$ cat config.mk
export PLATFORM = sky130hd
export DESIGN_NAME = lcd_timing_gen
export DESIGN_NICKNAME = d
export VERILOG_FILES = /design/src/rtl/lcd_tg_pkg.sv /design/src/rtl/lcd_tg_regs.sv /design/src/rtl/lcd_tg_seq.sv /design/src/rtl/lcd_tg_out.sv /design/src/rtl/lcd_timing_gen.sv
export SDC_FILE = /design/constraint.sdc
export NUM_CORES = 1
export LEC_CHECK = 0
export ABC_AREA = 1
export BUFFER_PORTS_ARGS = -buffer_cell sky130_fd_sc_hd__buf_4
export CAP_MARGIN = 30
export CORE_MARGIN = 2
export CORE_UTILIZATION = 45
export CTS_BUF_LIST = sky130_fd_sc_hd__clkbuf_8
export DETAILED_ROUTE_END_ITERATION = 8
export PLACE_DENSITY = 0.74
export SLEW_MARGIN = 20
export SYNTH_ARGS = -nofsm -noshare
export SYNTH_HDL_FRONTEND = slang
export SYNTH_SLANG_ARGS = --single-unit
export TNS_END_PERCENT = 50
$ cat constraint.sdc
create_clock -name clk -period 3.9 [get_ports clk]
set_input_delay 0.195 -clock clk [delete_from_list [all_inputs] [get_ports clk]]
set_output_delay 0.195 -clock clk [all_outputs]
set_load 0.05 [all_outputs]
$ cat src/rtl/lcd_tg_pkg.sv
package lcd_tg_pkg;
    localparam int FIELD_W = 16;
    localparam int ADDR_W  = 3;
    localparam int DATA_W  = 32;

    localparam logic [ADDR_W-1:0] A_CTRL = 3'd0;
    localparam logic [ADDR_W-1:0] A_HTIM = 3'd1;
    localparam logic [ADDR_W-1:0] A_HSYN = 3'd2;
    localparam logic [ADDR_W-1:0] A_VTIM = 3'd3;
    localparam logic [ADDR_W-1:0] A_VSYN = 3'd4;
    localparam logic [ADDR_W-1:0] A_MODE = 3'd5;
    localparam logic [ADDR_W-1:0] A_TRIG = 3'd6;
    localparam logic [ADDR_W-1:0] A_INTR = 3'd7;

    localparam int HPOL_BIT = 27;
    localparam int VPOL_BIT = 28;
    localparam int IEN_BIT  = 10;
    localparam int KEEP_BIT = 1;

    typedef struct packed {
        logic               run;
        logic               oneshot;
        logic               hpol_low;
        logic               vpol_low;
        logic [FIELD_W-1:0] h_total;
        logic [FIELD_W-1:0] h_active;
        logic [FIELD_W-1:0] h_sync_start;
        logic [FIELD_W-1:0] h_sync_width;
        logic [FIELD_W-1:0] v_total;
        logic [FIELD_W-1:0] v_active;
        logic [FIELD_W-1:0] v_sync_start;
        logic [FIELD_W-1:0] v_sync_width;
    } tg_cfg_t;
endpackage

$ cat src/rtl/lcd_tg_regs.sv
module lcd_tg_regs
    import lcd_tg_pkg::*;
(
    input  logic              clk,
    input  logic              rst_n,
    input  logic              reg_wr,
    input  logic [ADDR_W-1:0] reg_addr,
    input  logic [DATA_W-1:0] reg_wdata,
    input  logic              frame_end,
    output tg_cfg_t           cfg,
    output logic              trig,
    output logic              irq
);
    typedef struct packed {
        tg_cfg_t cfg;
        logic    ien;
        logic    stat;
    } regs_t;

    regs_t q, d;

    always_comb begin
        d = q;
        if (reg_wr) begin
            case (reg_addr)
                A_CTRL: d.cfg.run = reg_wdata[0];
                A_HTIM: begin
                    d.cfg.h_total  = reg_wdata[FIELD_W-1:0];
                    d.cfg.h_active = reg_wdata[DATA_W-1:FIELD_W];
                end
                A_HSYN: begin
                    d.cfg.h_sync_start = reg_wdata[FIELD_W-1:0];
                    d.cfg.h_sync_width = reg_wdata[DATA_W-1:FIELD_W];
                end
                A_VTIM: begin
                    d.cfg.v_total  = reg_wdata[FIELD_W-1:0];
                    d.cfg.v_active = reg_wdata[DATA_W-1:FIELD_W];
                end
                A_VSYN: begin
                    d.cfg.v_sync_start = reg_wdata[FIELD_W-1:0];
                    d.cfg.v_sync_width = reg_wdata[DATA_W-1:FIELD_W];
                end
                A_MODE: begin
                    d.cfg.oneshot  = reg_wdata[0];
                    d.cfg.hpol_low = reg_wdata[HPOL_BIT];
                    d.cfg.vpol_low = reg_wdata[VPOL_BIT];
                end
                A_INTR: begin
                    d.ien = reg_wdata[IEN_BIT];
                    if (!reg_wdata[KEEP_BIT]) d.stat = 1'b0;
                end
                default: ;
            endcase
        end
        if (frame_end) d.stat = 1'b1;
    end

    always_ff @(posedge clk or negedge rst_n) begin
        if (!rst_n) q <= '0;
        else        q <= d;
    end

    assign cfg  = q.cfg;
    assign trig = reg_wr && (reg_addr == A_TRIG) && reg_wdata[0];
    assign irq  = q.stat && q.ien;


    stat_src_chk: assert property (@(posedge clk) disable iff (!rst_n)
        $rose(q.stat) |-> $past(frame_end));
endmodule

$ cat src/rtl/lcd_tg_seq.sv
module lcd_tg_seq
    import lcd_tg_pkg::*;
#(
    parameter int SUB_BITS = 3
) (
    input  logic                clk,
    input  logic                rst_n,
    input  logic                dot_en,
    input  tg_cfg_t             cfg,
    input  logic                trig,
    output logic                active,
    output logic [SUB_BITS-1:0] dot,
    output logic [FIELD_W-1:0]  unit,
    output logic [FIELD_W-1:0]  line,
    output logic                frame_end
);
    localparam logic [SUB_BITS-1:0] DOT_LAST = '1;
    localparam logic [FIELD_W:0]    ONE_W    = 1;

    typedef struct packed {
        logic                act;
        logic                pend;
        logic [SUB_BITS-1:0] dot;
        logic [FIELD_W-1:0]  unit;
        logic [FIELD_W-1:0]  line;
    } seq_t;

    seq_t q, d;
    logic start;
    logic fe;

    always_comb begin
        d     = q;
        fe    = 1'b0;
        start = 1'b0;
        if (!cfg.run) begin
            d = '0;
        end else begin
            start = !q.act && (cfg.oneshot ? q.pend : 1'b1);
            if (start) begin
                d.act  = 1'b1;
                d.dot  = '0;
                d.unit = '0;
                d.line = '0;
                if (cfg.oneshot) d.pend = 1'b0;
            end else if (q.act && dot_en) begin
                if (q.dot == DOT_LAST) begin
                    d.dot = '0;
                    if (({1'b0, q.unit} + ONE_W) >= {1'b0, cfg.h_total}) begin
                        d.unit = '0;
                        if (({1'b0, q.line} + ONE_W) >= {1'b0, cfg.v_total}) begin
                            d.line = '0;
                            fe     = 1'b1;
                            if (cfg.oneshot) d.act = 1'b0;
                        end else begin
                            d.line = q.line + 1'b1;
                        end
                    end else begin
                        d.unit = q.unit + 1'b1;
                    end
                end else begin
                    d.dot = q.dot + 1'b1;
                end
            end
            if (trig && cfg.oneshot) d.pend = 1'b1;
        end
    end

    always_ff @(posedge clk or negedge rst_n) begin
        if (!rst_n) q <= '0;
        else        q <= d;
    end

    assign active    = q.act;
    assign dot       = q.dot;
    assign unit      = q.unit;
    assign line      = q.line;
    assign frame_end = fe;


    freeze_chk: assert property (@(posedge clk) disable iff (!rst_n)
        (q.act && !dot_en && cfg.run) |=> ($stable(q.dot) && $stable(q.unit) && $stable(q.line)));

    oneshot_idle_chk: assert property (@(posedge clk) disable iff (!rst_n)
        (frame_end && cfg.oneshot) |=> !q.act);

    line_range_chk: assert property (@(posedge clk) disable iff (!rst_n)
        (q.act && $stable(cfg.v_total) && $past(q.act)) |-> ({1'b0, q.line} < {1'b0, cfg.v_total} || cfg.v_total == '0));
endmodule

$ cat src/rtl/lcd_tg_out.sv
module lcd_tg_out
    import lcd_tg_pkg::*;
#(
    parameter int SUB_BITS = 3
) (
    input  logic                        clk,
    input  logic                        rst_n,
    input  tg_cfg_t                     cfg,
    input  logic                        active,
    input  logic [SUB_BITS-1:0]         dot,
    input  logic [FIELD_W-1:0]          unit,
    input  logic [FIELD_W-1:0]          line,
    output logic                        hsync,
    output logic                        vsync,
    output logic                        de,
    output logic [FIELD_W+SUB_BITS-1:0] pix_x,
    output logic [FIELD_W-1:0]          pix_y
);
    logic [FIELD_W:0] h_end, v_end;
    logic             hs_raw, vs_raw;

    always_comb begin
        h_end  = {1'b0, cfg.h_sync_start} + {1'b0, cfg.h_sync_width};
        v_end  = {1'b0, cfg.v_sync_start} + {1'b0, cfg.v_sync_width};
        hs_raw = active && (unit >= cfg.h_sync_start) && ({1'b0, unit} < h_end);
        vs_raw = active && (line >= cfg.v_sync_start) && ({1'b0, line} < v_end);
        de     = active && (unit < cfg.h_active) && (line < cfg.v_active);
        hsync  = hs_raw ^ cfg.hpol_low;
        vsync  = vs_raw ^ cfg.vpol_low;
        pix_x  = active ? {unit, dot} : '0;
        pix_y  = active ? line : '0;
    end


    de_bound_chk: assert property (@(posedge clk) disable iff (!rst_n)
        de |-> (pix_x < {cfg.h_active, {SUB_BITS{1'b0}}}));
endmodule

$ cat src/rtl/lcd_timing_gen.sv
module lcd_timing_gen
    import lcd_tg_pkg::*;
#(
    parameter int SUB_BITS = 3,
    localparam int X_W     = FIELD_W + SUB_BITS
) (
    input  logic              clk,
    input  logic              rst_n,
    input  logic              dot_en,
    input  logic              reg_wr,
    input  logic [ADDR_W-1:0] reg_addr,
    input  logic [DATA_W-1:0] reg_wdata,
    output logic              hsync,
    output logic              vsync,
    output logic              de,
    output logic [X_W-1:0]    pix_x,
    output logic [FIELD_W-1:0] pix_y,
    output logic              irq
);
    tg_cfg_t             cfg;
    logic                trig;
    logic                frame_end;
    logic                active;
    logic [SUB_BITS-1:0] dot;
    logic [FIELD_W-1:0]  unit;
    logic [FIELD_W-1:0]  line;

    lcd_tg_regs u_regs (
        .clk(clk), .rst_n(rst_n), .reg_wr(reg_wr), .reg_addr(reg_addr),
        .reg_wdata(reg_wdata), .frame_end(frame_end), .cfg(cfg),
        .trig(trig), .irq(irq)
    );

    lcd_tg_seq #(.SUB_BITS(SUB_BITS)) u_seq (
        .clk(clk), .rst_n(rst_n), .dot_en(dot_en), .cfg(cfg), .trig(trig),
        .active(active), .dot(dot), .unit(unit), .line(line),
        .frame_end(frame_end)
    );

    lcd_tg_out #(.SUB_BITS(SUB_BITS)) u_out (
        .clk(clk), .rst_n(rst_n), .cfg(cfg), .active(active), .dot(dot),
        .unit(unit), .line(line), .hsync(hsync), .vsync(vsync), .de(de),
        .pix_x(pix_x), .pix_y(pix_y)
    );


    stop_idle_chk: assert property (@(posedge clk) disable iff (!rst_n)
        !cfg.run |=> (!de && pix_x == '0));
endmodule

[Word level (Yosys, flattened, before mapping)]
Index checks and enable logic that the tools add are counted.
W data, S select, Z words.
Word-level totals
  bits in writable memories: 0
  memory bits (read-only): 0
  output and inout port bits: 39
  memories: 0
  flip-flop bits (word level): 171
  word-level logic and storage cells: 109
  latch bits: 0
Operators by class
  bitwise gates (word level): 2
  multipliers: 0
  add/subtract/negate cells: 7
  shift operators: 0
  order comparisons: 8
  reduce and logical (&&, ||, !) cells: 28
  equality and inequality tests: 16
  div/mod/pow operators: 0
  multiplexer cells: 29
Operators with widths (number)
  $mux W35: 2
  $mux W16: 4
  $mux W37: 1
  $add A16 B1 Y17 const B: 2
  $add A16 B16 Y17: 2
  $ge A17 B16 Y1: 2
  $lt A16 B17 Y1: 2
  $add A16 B1 Y16 const B: 2
  $ge A16 B16 Y1: 2
  $lt A16 B16 Y1: 2
  $mux W32: 1
  $mux W1: 19
  $mux W19: 1
  $reduce_and A2 Y1: 9
  $eq A3 B3 Y1 const B: 5
  $ne A3 B1 Y1 const B: 5
  $logic_and A1 B1 Y1: 12
  $eq A3 B2 Y1 const B: 2
  $ne A3 B2 Y1 const B: 2
  $reduce_and A3 Y1: 2
  $reduce_and A5 Y1: 1
  $reduce_bool A2 Y1: 2
  $add A3 B1 Y3 const B: 1
  $eq A3 B1 Y1 const B: 1
  5 further kinds: 6

[Logic depth before layout (Yosys ltp)]
  depth after elaboration: 10
  mapped depth: 26
  mapped depth without buffers: 25

[By module]
Synthesis repeated with hierarchy kept, for this count alone.
Second synthesis, totals
  cells, all modules: 1860
  area total of the unflattened synthesis: 13797.0 um^2
By module, submodules not included
  lcd_tg_regs: sequential area each 3353.2 um^2, times used 1, area an instance 6060.8 um^2, cells each 684
  lcd_tg_out: sequential area each 0.0 um^2, times used 1, area an instance 4135.2 um^2, cells each 677
  lcd_tg_seq: sequential area each 925.9 um^2, times used 1, area an instance 3601.0 um^2, cells each 499

[Worst setup path before layout]
No wires, ideal clock.
  kind: flip-flop to output port
  from: register u_regs.q, in the netlist u_regs.cfg[16]
  to: output vsync
  setup slack: 764 ps
  arrival time: 2941 ps
  cell stages (with the launch flop): 21
  buffers on the path: 0
  data required time: 3705 ps
  path through: dfrtp_1 -> ha_1 -> fa_1 -> nand3_1 -> nand2_1 -> nand2_1 -> nand2_1 -> nand2_1 -> nand3_1 -> nand2_1 -> nand2_1 -> a21oi_1 -> xor2_1 -> ha_1 -> a21oi_1 -> nor2_1 -> nor2_1 -> nand2_1 -> nor2_1 -> nand4_1 -> nand2_1
On the way
  longest elaborated chain between the ends: 4
  elaborated cells between the ends (all ways): 6
  those cells by class: 1 x add/sub; 2 x order compare; 1 x bitwise; 2 x reduce/logical
RTL lines
  start: declaration: line lcd_tg_regs.sv:20  | regs_t q, d;
  start signal: assignment: line lcd_tg_regs.sv:59  | if (!rst_n) q <= '0;
  start signal: assignment: line lcd_tg_regs.sv:60  | else q <= d;
  $add A16 B16 Y17 or $ge A16 B16 Y1 (tied branches): line lcd_tg_out.sv:24, lcd_tg_out.sv:26
  $lt A16 B17 Y1 or $logic_and A1 B1 Y1 (tied branches): line lcd_tg_out.sv:26  | vs_raw = active && (line >= cfg.v_sync_start) && ({1'b0, line} < v_end);
  $logic_and A1 B1 Y1 *: line lcd_tg_out.sv:26
  $xor A1 B1 Y1 *: line lcd_tg_out.sv:29  | vsync = vs_raw ^ cfg.vpol_low;
  end: declaration: line lcd_timing_gen.sv:14  | output logic vsync,
Mark *: on every way between the ends. The rest lies on a longest branch, timed or not.

[Worst setup path in the final report]
Same ends and word-level chain as after synthesis.

==> flow_summary.json <==
{
  "drt_iter0_markers": 851,
  "clock-root-buffer": "clkbuf_8",
  "start_util_pct": 46.1,
  "insertedDiodeCount": 0,
  "path_clk_slew_ns": 0.10,
  "grt_pass1_vias": 10214,
  "grt_max_degree": 98,
  "synth_area_per_cell_sq_um": 7.70,
  "synthTopCellsByCount": "nand2_1 (377), inv_1 (286), dfrtp_1 (171)",
  "dp_slack_ns": 0.301,
  "via_per_inst": 5.33,
  "ant_nets": 0,
  "cpMaxStageDelayCell": "dfrtp_1",
  "worst_path_most_repeated_cell": "nand2_2",
  "track_usage_pct": 23.9,
  "grt_pass1_wl_mm": 52.7,
  "cts_max_level": 4,
  "yosys_warnings": 0,
  "drc": 0,
  "min_path_type": "in2reg",
  "grt_overflow": 0,
  "core_sq_um": 26100,
  "tns_ns": 0,
  "synth_nets": 1764,
  "synthTopCellsByArea": "dfrtp_1 (36%), ha_1 (17%), nand2_1 (12%), inv_1 (8.9%), o21ai_0 (6.8%)",
  "leakage_nw": 7.63,
  "ios": 78,
  "worstPathMaxFanout": 3,
  "synth_top_area_share_pct": 35.5,
  "p_per_area_nw_per_um2": 425,
  "startpoint_type": "flip-flop",
  "final.fill_count": 2494,
  "crit_buf_inv": 1,
  "fin_crit_ns": 3.72,
  "drt-pass1-iter-count": 5,
  "post-synth-top-count-cell": "nand2_1",
  "ys_seq_elements": 171,
  "syn_inst": 1563,
  "setup_viol": 0,
  "synth_ff_type": "dfrtp_1",
  "slew_violations": 0,
  "max_slew_margin_pct": 48.1,
  "cap_violations": 0,
  "max_freq_ghz": 0.269,
  "skew_ns": 0.00901,
  "synth_top_cell_by_area": "dfrtp_1",
  "clock_path_buffers": 2,
  "synth.distinct_cells": 48,
  "tightestPinTransition_ns": 0.779,
  "clock_sinks": 171,
  "dpl.hpwl_mm": 24.3,
  "die-area_sq_um": 28100,
  "synth-async-reset-ratio_pct": 100,
  "hold_viol_final": 0,
  "cp_top_family": "simple AND/OR/NAND/NOR gates",
  "tritoncts": "built",
  "outcome": "finished, final reports clean",
  "avgRoutedWirePerCell_um": 16.4,
  "crit_chain": "ha_4 > fa_2 > nand3_2 > nand2_2 > nand2_2 > nand2_2 > nand2_2 > nand3_2 > nand2_1 > nand2_2 > a21oi_2 > xor2_1 > ha_1 > a21oi_1 > nor2_1 > nor2_1 > nand2_1 > nor2_2 > nand3_1 > nand2_1 > nand2_1 > buf_6",
  "rsz0062_at_grt": "yes",
  "syn_area_sq_um": 12000,
  "layout_setup_ws_ns": 0.179,
  "numCtsBuffers": 17,
  "dpl_cell_area_sq_um": 13000,
  "portBuffers": 77,
  "ys_seq_area_share_pct": 35.5,
  "synth_edf_count": 0,
  "cp.required_ns": 3.70,
  "antenna_found_initial": 1,
  "gp_congestion": 0.887,
  "slowest_delay_ns": 0.45,
  "ir_drop_mv": 0.232,
  "post-route-period-util_pct": 95.4,
  "die_height_um": 168,
  "fin_nets": 1845,
  "drive_above_1_share_pct": 11.5,
  "wl_mm": 32.6,
  "crit_type": "reg2out",
  "areaGrowthSynthToFinish_pct": 12.4,
  "die_w_um": 168,
  "clk_latency_ns": 0.47,
  "cp-end-kind": "output pin",
  "fin_area_sq_um": 13500,
  "via_count": 10609,
  "rows": 59,
  "crit_arrival_ns": 3.53
}
[worst paths after layout]
check	to	from	cells after the start	slack (ns)
setup / recovery	vsync	u_regs.cfg[16]	22	0.18
hold / removal	u_seq.q[35]	reg_wr	3	0.05
setup reg to reg	u_seq.unit[13]	u_seq.unit[1]	23	0.39
hold reg to reg	u_regs.cfg[121]	u_regs.cfg[121]	2	0.49
max in group asynchronous	u_regs.cfg[28]	rst_n	4	2.71
min in group asynchronous	u_seq.line[3]	rst_n	2	0.13
[through the flow]
step / std cells / util, % / hold slack, ns / total power [mW]
after floorplan: 1563 / - / -0.101 / 3.92
after global placement: 1953 / 49.7 / 0.357 / 4.42
after detailed placement: 1953 / 49.7 / 0.352 / 4.49
after CTS: 1986 / 51.1 / 0.0175 / 5.69
after global routing: 1992 / 51.8 / 0.0314 / 6.23
final: 1992 / 51.8 / 0.0465 / 5.76
[worst register-to-register path: cells and delay by family, from the launching register on]
family	cells	cell delay, ns
and+or+nand+nor	15	1.68
AOI/OAI and AO/OA	1	0.08
adders and majority gates	2	0.53
DFF	1	0.47
xor gates and xnor gates	1	0.22
buffers and inverters	4	0.41
[cell families (layout without fill, tap and decap cells)]
kind of cell	count (synthesis)	in the layout	synth area share, %
simple gates	541	541	19.5
buf+inv	328	422	10.5
compound gates	310	310	13.8
flops	171	171	35.5
fa+ha+maj	162	162	17.0
xor+xnor	51	51	3.71
[power breakdown]
group	total, mW	switching [mW]	internal [mW]	leakage, nW
clock network	1.19	0.723	0.470	0.170
registers	2.28	0.232	2.05	2.20
logic	2.28	1.45	0.835	5.27
total	5.76	2.40	3.36	7.63
[routing by layer]
layer	up-vias	track usage, %	part of all wire (%)
li1	5205	-	-
met2	322	38.5	45
met1	5014	32.8	45
met3	68	4.44	6.7
met5	-	0	0
met4	0	7.15	2.6
[placed cells by master (no fill, tap or decap), types with 4 or more instances in the layout]
master	n
nand2_1	369
inv_1	287
dfrtp_1	171
o21ai_0	163
ha_1	158
buf_4	94
a21oi_1	84
nor2_1	49
nand3_1	41
xor2_1	31
nand4_1	22
xnor2_1	20
clkbuf_8	18
nand3_2	17
nor3_1	13
o21ai_1	13
nand2_2	10
o22ai_1	10
a21o_1	7
clkinvlp_4	6
inv_2	5
o211ai_1	5
nor2_2	5
a21oi_2	4
o21ai_2	4
[state kept, by name, indices dropped and copies added (netlist names)]
register,cells
u_seq.line,16
u_regs.cfg,132
u_seq.active,1
u_seq.dot,3
u_regs.q,2
u_seq.unit,16
u_seq.q,1
[repair_timing]
action | in CTS | in global routing
buffers inserted | 0 | 5
hold endpoints to repair | 94 | 0
resized for setup | 1 | 31
hold buffers | 1 | 0
pin swaps | 0 | 8
endpoints found under the setup margin | 1 | 18
[final cells by class]
type,count,area [sq um],area share (%)
Timing Repair Buffer,98,766,5.66
Clock buffer,18,248,1.83
Sequential cell,171,4280,31.6
Tap cell,335,419,3.10
Clock inverter,14,115,0.851
Inverter,292,1100,8.16
Multi-Input combinational cell,1064,6600,48.8
(Power assumes the default switching activity.)
